## src/rtl/irqs_pkg.sv

```systemverilog
package irqs_pkg;

  localparam int ADDR_W      = 16;
  localparam int FRAME_BYTES = 9;
  localparam int CNT_W       = $clog2(FRAME_BYTES);

  typedef enum logic [2:0] {
    S_IDLE,
    S_PUSH,
    S_POP,
    S_VEC,
    S_DONE
  } seqState_t;

  // strobes from control to datapath
  typedef struct packed {
    logic capture;   // snapshot inputs at acceptance
    logic capRti;    // acceptance is a return
    logic cntClr;    // clear byte counter
    logic cntInc;    // advance byte counter
    logic popStore;  // store memRdata into frame register
    logic vecStore;  // store vector word
    logic setChain;  // return chains into a new handler
  } dpCtl_t;

endpackage

```

## src/rtl/irqs_ctrl.sv

```systemverilog
module irqs_ctrl
  import irqs_pkg::*;
(
  input  logic   clk,
  input  logic   rstN,
  input  logic   boundary,
  input  logic   rtiReq,
  input  logic   acceptOk,
  input  logic   chainOk,
  input  logic   firstByte,
  input  logic   lastByte,
  input  logic   memReady,
  input  logic   vecReady,
  output dpCtl_t ctl,
  output logic   busy,
  output logic   flushQ,
  output logic   loadValid,
  output logic   memReq,
  output logic   memWe,
  output logic   vecReq,
  output logic   entryGo,
  output logic   rtiGo
);

  seqState_t state, nxt;

  always_comb begin
    nxt       = state;
    ctl       = '0;
    memReq    = 1'b0;
    memWe     = 1'b0;
    vecReq    = 1'b0;
    loadValid = 1'b0;
    entryGo   = 1'b0;
    rtiGo     = 1'b0;
    case (state)
      S_IDLE: begin
        if (boundary) begin
          if (rtiReq) begin
            rtiGo       = 1'b1;
            ctl.capture = 1'b1;
            ctl.capRti  = 1'b1;
            ctl.cntClr  = 1'b1;
            nxt         = S_POP;
          end else if (acceptOk) begin
            entryGo     = 1'b1;
            ctl.capture = 1'b1;
            ctl.cntClr  = 1'b1;
            nxt         = S_PUSH;
          end
        end
      end
      S_PUSH: begin
        memReq = 1'b1;
        memWe  = 1'b1;
        if (memReady) begin
          if (lastByte) nxt = S_VEC;
          else          ctl.cntInc = 1'b1;
        end
      end
      S_POP: begin
        memReq = 1'b1;
        if (memReady) begin
          ctl.popStore = 1'b1;
          if (firstByte && chainOk) begin
            ctl.setChain = 1'b1;
            nxt          = S_VEC;
          end else if (lastByte) begin
            nxt = S_DONE;
          end else begin
            ctl.cntInc = 1'b1;
          end
        end
      end
      S_VEC: begin
        vecReq = 1'b1;
        if (vecReady) begin
          ctl.vecStore = 1'b1;
          nxt          = S_DONE;
        end
      end
      S_DONE: begin
        loadValid = 1'b1;
        nxt       = S_IDLE;
      end
      default: nxt = S_IDLE;
    endcase
  end

  always_ff @(posedge clk) begin
    if (!rstN) begin
      state  <= S_IDLE;
      flushQ <= 1'b0;
    end else begin
      state  <= nxt;
      flushQ <= entryGo;
    end
  end

  assign busy = (state != S_IDLE);

endmodule

```

## src/rtl/irqs_dpath.sv

```systemverilog
module irqs_dpath
  import irqs_pkg::*;
#(
  parameter int          NUM_IRQ  = 8,
  parameter logic [15:0] VEC_BASE = 16'hFFF4,
  parameter int          I_BIT    = 4,
  parameter int          X_BIT    = 6
) (
  input  logic               clk,
  input  logic               rstN,
  input  dpCtl_t             ctl,
  input  logic               memWe,
  input  logic [NUM_IRQ-1:0] irqReq,
  input  logic               xirqReq,
  input  logic [15:0]        pcIn,
  input  logic [15:0]        yIn,
  input  logic [15:0]        xIn,
  input  logic [15:0]        accIn,
  input  logic [7:0]         ccrIn,
  input  logic [ADDR_W-1:0]  spIn,
  input  logic [7:0]         memRdata,
  input  logic [15:0]        vecData,
  output logic               acceptOk,
  output logic               chainOk,
  output logic               firstByte,
  output logic               lastByte,
  output logic [ADDR_W-1:0]  memAddr,
  output logic [7:0]         memWdata,
  output logic [ADDR_W-1:0]  vecAddr,
  output logic [15:0]        pcOut,
  output logic [15:0]        yOut,
  output logic [15:0]        xOut,
  output logic [15:0]        accOut,
  output logic [7:0]         ccrOut,
  output logic [ADDR_W-1:0]  spOut
);

  localparam int IDX_W = $clog2(NUM_IRQ + 1);
  localparam logic [7:0] I_MASK = 8'(1 << I_BIT);
  localparam logic [7:0] X_MASK = 8'(1 << X_BIT);
  localparam logic [ADDR_W-1:0] FRAME_SZ = ADDR_W'(FRAME_BYTES);

  // {valid, index}: xirq is index 0, line i is index i+1, lowest wins
  function automatic logic [IDX_W:0] pickWinner(
    input logic               xr,
    input logic [NUM_IRQ-1:0] rq,
    input logic [7:0]         cc
  );
    logic             v;
    logic [IDX_W-1:0] ix;
    v  = 1'b0;
    ix = '0;
    for (int i = NUM_IRQ - 1; i >= 0; i--) begin
      if (rq[i] && !cc[I_BIT]) begin
        v  = 1'b1;
        ix = IDX_W'(i + 1);
      end
    end
    if (xr && !cc[X_BIT]) begin
      v  = 1'b1;
      ix = '0;
    end
    return {v, ix};
  endfunction

  logic [IDX_W:0] entryPick, chainPick;
  assign entryPick = pickWinner(xirqReq, irqReq, ccrIn);
  assign chainPick = pickWinner(xirqReq, irqReq, memRdata);
  assign acceptOk  = entryPick[IDX_W];
  assign chainOk   = chainPick[IDX_W];

  // snapshot and sequence state
  logic [15:0]       pcS, yS, xS, accS;
  logic [7:0]        ccrS;
  logic [ADDR_W-1:0] spS;
  logic              rtiMode, chainQ, xLatch;
  logic [IDX_W-1:0]  winIdx;
  logic [CNT_W-1:0]  cnt;
  // frame read back
  logic [15:0]       pcP, yP, xP, accP, vecQ;
  logic [7:0]        ccrP;

  always_ff @(posedge clk) begin
    if (!rstN) begin
      pcS <= '0; yS <= '0; xS <= '0; accS <= '0; ccrS <= '0; spS <= '0;
      rtiMode <= 1'b0; chainQ <= 1'b0; xLatch <= 1'b0; winIdx <= '0;
      cnt <= '0;
    end else begin
      if (ctl.capture) begin
        pcS     <= pcIn;
        yS      <= yIn;
        xS      <= xIn;
        accS    <= accIn;
        ccrS    <= ccrIn;
        spS     <= spIn;
        rtiMode <= ctl.capRti;
        chainQ  <= 1'b0;
        if (!ctl.capRti) begin
          winIdx <= entryPick[IDX_W-1:0];
          xLatch <= xirqReq;
        end
      end
      if (ctl.setChain) begin
        chainQ <= 1'b1;
        winIdx <= chainPick[IDX_W-1:0];
        xLatch <= xirqReq;
      end
      if (ctl.cntClr)      cnt <= '0;
      else if (ctl.cntInc) cnt <= cnt + 1'b1;
    end
  end

  always_ff @(posedge clk) begin
    if (!rstN) begin
      pcP <= '0; yP <= '0; xP <= '0; accP <= '0; ccrP <= '0; vecQ <= '0;
    end else begin
      if (ctl.popStore) begin
        case (cnt)
          4'd0:    ccrP        <= memRdata;
          4'd1:    accP[15:8]  <= memRdata;
          4'd2:    accP[7:0]   <= memRdata;
          4'd3:    xP[15:8]    <= memRdata;
          4'd4:    xP[7:0]     <= memRdata;
          4'd5:    yP[15:8]    <= memRdata;
          4'd6:    yP[7:0]     <= memRdata;
          4'd7:    pcP[15:8]   <= memRdata;
          default: pcP[7:0]    <= memRdata;
        endcase
      end
      if (ctl.vecStore) vecQ <= vecData;
    end
  end

  assign firstByte = (cnt == '0);
  assign lastByte  = (cnt == CNT_W'(FRAME_BYTES - 1));

  // writes descend from E-1, reads ascend from S
  assign memAddr = memWe ? (spS - ADDR_W'(cnt) - 1'b1) : (spS + ADDR_W'(cnt));

  always_comb begin
    case (cnt)
      4'd0:    memWdata = pcS[7:0];
      4'd1:    memWdata = pcS[15:8];
      4'd2:    memWdata = yS[7:0];
      4'd3:    memWdata = yS[15:8];
      4'd4:    memWdata = xS[7:0];
      4'd5:    memWdata = xS[15:8];
      4'd6:    memWdata = accS[7:0];
      4'd7:    memWdata = accS[15:8];
      default: memWdata = ccrS;
    endcase
  end

  assign vecAddr = VEC_BASE - (ADDR_W'(winIdx) << 1);

  logic       normalRet;
  logic [7:0] maskBase;
  assign normalRet = rtiMode && !chainQ;
  assign maskBase  = rtiMode ? ccrP : ccrS;

  assign pcOut  = normalRet ? pcP  : vecQ;
  assign yOut   = normalRet ? yP   : yS;
  assign xOut   = normalRet ? xP   : xS;
  assign accOut = normalRet ? accP : accS;
  assign ccrOut = normalRet ? ccrP : (maskBase | I_MASK | (xLatch ? X_MASK : 8'h00));
  assign spOut  = normalRet ? (spS + FRAME_SZ) : (rtiMode ? spS : (spS - FRAME_SZ));

endmodule

```

## src/rtl/irq_stack_seq.sv

```systemverilog
module irq_stack_seq
  import irqs_pkg::*;
#(
  parameter int          NUM_IRQ  = 8,
  parameter logic [15:0] VEC_BASE = 16'hFFF4,
  parameter int          I_BIT    = 4,
  parameter int          X_BIT    = 6
) (
  input  logic               clk,
  input  logic               rstN,
  input  logic               boundary,
  input  logic               rtiReq,
  input  logic [NUM_IRQ-1:0] irqReq,
  input  logic               xirqReq,
  input  logic [15:0]        pcIn,
  input  logic [15:0]        yIn,
  input  logic [15:0]        xIn,
  input  logic [15:0]        accIn,
  input  logic [7:0]         ccrIn,
  input  logic [15:0]        spIn,
  output logic               busy,
  output logic               flushQ,
  output logic               loadValid,
  output logic [15:0]        pcOut,
  output logic [15:0]        yOut,
  output logic [15:0]        xOut,
  output logic [15:0]        accOut,
  output logic [7:0]         ccrOut,
  output logic [15:0]        spOut,
  output logic               memReq,
  output logic               memWe,
  output logic [15:0]        memAddr,
  output logic [7:0]         memWdata,
  input  logic [7:0]         memRdata,
  input  logic               memReady,
  output logic               vecReq,
  output logic [15:0]        vecAddr,
  input  logic [15:0]        vecData,
  input  logic               vecReady
);

  dpCtl_t ctl;
  logic   acceptOk, chainOk, firstByte, lastByte;
  logic   entryGo, rtiGo;

  irqs_ctrl u_ctrl (
    .clk       (clk),
    .rstN      (rstN),
    .boundary  (boundary),
    .rtiReq    (rtiReq),
    .acceptOk  (acceptOk),
    .chainOk   (chainOk),
    .firstByte (firstByte),
    .lastByte  (lastByte),
    .memReady  (memReady),
    .vecReady  (vecReady),
    .ctl       (ctl),
    .busy      (busy),
    .flushQ    (flushQ),
    .loadValid (loadValid),
    .memReq    (memReq),
    .memWe     (memWe),
    .vecReq    (vecReq),
    .entryGo   (entryGo),
    .rtiGo     (rtiGo)
  );

  irqs_dpath #(
    .NUM_IRQ  (NUM_IRQ),
    .VEC_BASE (VEC_BASE),
    .I_BIT    (I_BIT),
    .X_BIT    (X_BIT)
  ) u_dpath (
    .clk       (clk),
    .rstN      (rstN),
    .ctl       (ctl),
    .memWe     (memWe),
    .irqReq    (irqReq),
    .xirqReq   (xirqReq),
    .pcIn      (pcIn),
    .yIn       (yIn),
    .xIn       (xIn),
    .accIn     (accIn),
    .ccrIn     (ccrIn),
    .spIn      (spIn),
    .memRdata  (memRdata),
    .vecData   (vecData),
    .acceptOk  (acceptOk),
    .chainOk   (chainOk),
    .firstByte (firstByte),
    .lastByte  (lastByte),
    .memAddr   (memAddr),
    .memWdata  (memWdata),
    .vecAddr   (vecAddr),
    .pcOut     (pcOut),
    .yOut      (yOut),
    .xOut      (xOut),
    .accOut    (accOut),
    .ccrOut    (ccrOut),
    .spOut     (spOut)
  );

endmodule

```

## config.mk

```make
export PLATFORM = sky130hd
export DESIGN_NAME = irq_stack_seq
export DESIGN_NICKNAME = d
export VERILOG_FILES = /design/src/rtl/irqs_pkg.sv /design/src/rtl/irqs_ctrl.sv /design/src/rtl/irqs_dpath.sv /design/src/rtl/irq_stack_seq.sv
export SDC_FILE = /design/constraint.sdc
export NUM_CORES = 1
export LEC_CHECK = 0
export BUFFER_PORTS_ARGS = -buffer_cell sky130_fd_sc_hd__buf_4
export CORE_ASPECT_RATIO = 1.2
export CORE_UTILIZATION = 25
export CTS_CLUSTER_DIAMETER = 120
export DETAILED_ROUTE_END_ITERATION = 10
export PLACE_DENSITY_LB_ADDON = 0.25
export SYNTH_ARGS = -nofsm -noshare
export SYNTH_HDL_FRONTEND = slang
export SYNTH_HIERARCHICAL = 1
export SYNTH_SLANG_ARGS = --single-unit
```

## constraint.sdc

```tcl
create_clock -name clk -period 3.45 [get_ports clk]
set_input_delay 0.345 -clock clk [delete_from_list [all_inputs] [get_ports clk]]
set_output_delay 0.345 -clock clk [all_outputs]
set_load 0.01 [all_outputs]
```

==> results by group <==
Route
  – Final ANT Viol Nets: 0
  – DR vias/cell: 4.67
  – 1st-pass router iterations: 8
  – 1st-iter DRT viols: 668
  – Final wirelength: 38300 microns
  – DR WL/cell: 19.1 microns
  – Via count: 9398
  – DRC: 2

Clocking
  – Clk_lat worst skew: 0.46 ns
  – Cts repair resizes: 0
  – CTS Root Buffer Type: clkbuf_16
  – CTS Buf Count: 17
  – Longest Clk Path Bufs: 2
  – Postcts setup bufs: 0
  – H-tree depth: 4
  – # clock sinks: 191
  – Hold_buf cts: 0
  – CTS tree: yes
  – Clock Pin Slew Worst Setup and Hold Paths: 0.08 ns

Global routing
  – Largest net degree at the start of global routing: 120
  – GRT Residual Overflow: 0
  – Total GRT Usage: 0.182
  – Vias in the first global route: 9035
  – First-pass GRT wire length: 56600 microns
  – Initial antenna violation count: 0

Critical path
  – Reg-to-reg startpoint: u_dpath/cnt[1]
  – Path type of the worst setup path: flip-flop to output port
  – Critical Path Source Type: flip-flop
  – CP dominant cell by count: buf_4
  – Critical Path RT: 3.11 ns
  – Worst-path fanout max: 14
  – CP Capture Type: output port
  – Crit path cell chain: inv_1 > ha_1 > buf_4 > a222oi_1 > mux2i_1 > a211oi_1 > a21oi_1 > buf_4
  – Slowest stage delay, CP: 0.53 ns
  – Setup crit start: u_dpath/cnt[1]
  – CP max-delay cell: dfxtp_1
  – Crit path DAT: 2.91 ns

Timing
  – Final Setup Violations: 0
  – Final Cycle Share: 0.944
  – Final worst slack: 0.194 ns
  – Final Hold Violating Endpoints: 0
  – Fmax: 0.307 GHz
  – Slew @ Worst Pin: 0.773 ns
  – RSZ-0062 raised after global routing: false
  – Pins Over Slew Limit: 0
  – Final period demand of the worst path: 3.26 ns
  – Slew headroom: 0.485
  – Setup TNS: 0 ns
  – Fin Clk Skew: 0.0122 ns

Synthesis
  – Post-synth cell types: 73
  – Largest cells by area after synthesis: dfxtp_1 (37%), nand2_1 (13%), mux2i_1 (11%)
  – Largest family of logic cells by synthesized area: simple AND/OR/NAND/NOR gates
  – Simple-Gate Fraction of Synth Area: 0.269
  – Compound-Gate Fraction of Synth Area: 0.130
  – Synth Warn #: 6
  – Top_reg_cell synth: dfxtp_1
  – Avg Cell Area, Syn: 8.07 sq um
  – Synth top area share: 0.371
  – #FFs+latches synth: 191
  – Mux cell area share after synthesis: 0.123
  – Post-synthesis adder-cell area fraction: 0.0221
  – Asr flop ratio synth: 0
  – Area leader, netlist: dfxtp_1
  – Gate count of the mapped netlist: 1277
  – Post-synth EDFFs: 0
  – Xor/xnor share of the synthesized area: 0.0297
  – Register area share after synthesis: 0.371
  – Post-Syn Area: 10300 sq um

Pwr
  – P per Cell Area: 413 nW/um^2
  – Pleak: 5.51 nW
  – Maximum VDD drop: 384 uV

Floorplan
  – Core Footprint: 40700 sq um
  – Initial Util: 0.253
  – FP Rows: 81
  – Die height: 224 microns
  – Die width: 187 microns
  – I/O pin count: 261
  – DIE AREA: 42000 sq um

Min path
  – HP Class: primary input to flip-flop
  – Hold Startpoint: ccrIn[5]

Layout
  – Fill cell count: 4351
  – # diodes: 0
  – Commonest non-fill, non-tap cell in the layout: nand2_1
  – Final #Nets: 1604
  – Commonest cells after routing, fill and taps aside: nand2_1 (362), buf_4 (262), dfxtp_1 (190)
  – Proportion of layout cells with a drive suffix above 1: 0.224
  – Syn-to-layout area delta: 28.1%

Placement
  – Routability Congestion: 0.870
  – DP Wirelength: 28300 microns
  – I/O Buffers: 249
  – Place WS: 0.603 ns

Outcome
  – Failing checks: DRC
  – Status: finished, violations left

Flow run
  – Max cap viols: 0
-- flip-flops by register name, summed over array words and instances (netlist names), 3 cells and up --
signal	flops
u_dpath/cnt	4
u_ctrl/state	3
u_dpath/pcS	16
u_dpath/accP	16
u_dpath/ccrS	8
u_dpath/yS	16
u_dpath/xP	16
u_dpath/winIdx	4
u_dpath/ccrP	8
u_dpath/xS	16
u_dpath/spS	16
u_dpath/vecQ	16
u_dpath/yP	16
u_dpath/pcP	16
u_dpath/accS	16
-- synth_stat cells (3+ instances only) --
cell type and instances:
a211oi_1 6, a21boi_0 73, a21oi_1 18, a221oi_1 3
a222oi_1 6, a22oi_1 15, a32o_1 5, a32oi_1 3
and2_1 10, and3_1 12, buf_1 14, buf_4 14
buf_6 3, clkbuf_1 77, dfxtp_1 191, ha_1 15
inv_1 17, mux2_2 10, mux2i_1 115, nand2_1 362
nand2b_1 8, nand3_1 16, nand4_1 4, nor2_1 34
nor2b_1 117, nor3_1 14, nor4_1 4, o21a_1 3
o21ai_0 16, o22ai_1 4, or3_1 3, xnor2_1 21
xor2_1 14
-- report_power, final --
| part | internal [mW] | total (mW) | switching, mW |
|---|---|---|---|
| Clock | 0.990 | 2.07 | 1.08 |
| Sequential | 2.28 | 2.39 | 0.112 |
| Combinational | 0.485 | 0.990 | 0.505 |
-- worst paths after layout --
path / to / depth (start not counted) / slack (ns)
setup / recovery: memWdata[5] / 8 / 0.19
hold / removal: u_dpath/ccrS[5] / 3 / 0.14
hold reg to reg: u_dpath/xP[14] / 2 / 0.47
setup reg to reg: u_dpath/winIdx[2] / 10 / 0.64
-- per-layer routing --
metal	vias to the layer above	routed length, microns	track usage	share of wire
met1	4451	16800	0.227	0.44
met4	0	858	0.0595	0.022
met2	318	18700	0.314	0.49
li1	4593	-	-	-
met3	36	1950	0.0337	0.051
met5	-	0	0	0
-- cell type report --
class / instances / area, sq um / share of cell area
clock inverters: 15 / 194 / 0.0147
multi-input cells: 967 / 5990 / 0.454
flip-flops and latches: 191 / 3820 / 0.290
repair buffers: 265 / 2030 / 0.154
clock buffers: 17 / 425 / 0.0322
inverters: 18 / 67.6 / 0.00512
well taps: 539 / 674 / 0.0511
-- critical path: cells and delay by family, from the launching register on --
family                     cells  cell delay [ns]
DFF                            1             0.53
adders and majority gates      1             0.43
buffers and inverters          3             0.61
AOI/OAI and AO/OA              3             0.75
muxes                          1             0.13
-- cell families (layout without fill, tap and decap cells) --
kind of cell / after synthesis / after routing
adders and majority gates: 17 / 17
other: 2 / 11
and+or+nand+nor: 600 / 600
AOI/OAI and AO/OA: 179 / 179
DFF: 191 / 191
xor gates and xnor gates: 35 / 35
muxes: 125 / 125
buffers and inverters: 128 / 315
-- through the flow --
step	cells	total power, mW	hold WS [ns]	area [sq um]	util
after CTS	2012	5.53	0.102	13200	0.324
after global placement	1980	3.44	0.449	12600	0.309
after floorplan	1286	2.95	0.438	10300	-
after global routing	2012	5.69	0.117	13200	0.324
after detailed placement	1980	3.44	0.454	12600	0.309
final	2012	5.45	0.140	13200	0.324
Power figures use the tool's default switching activity.
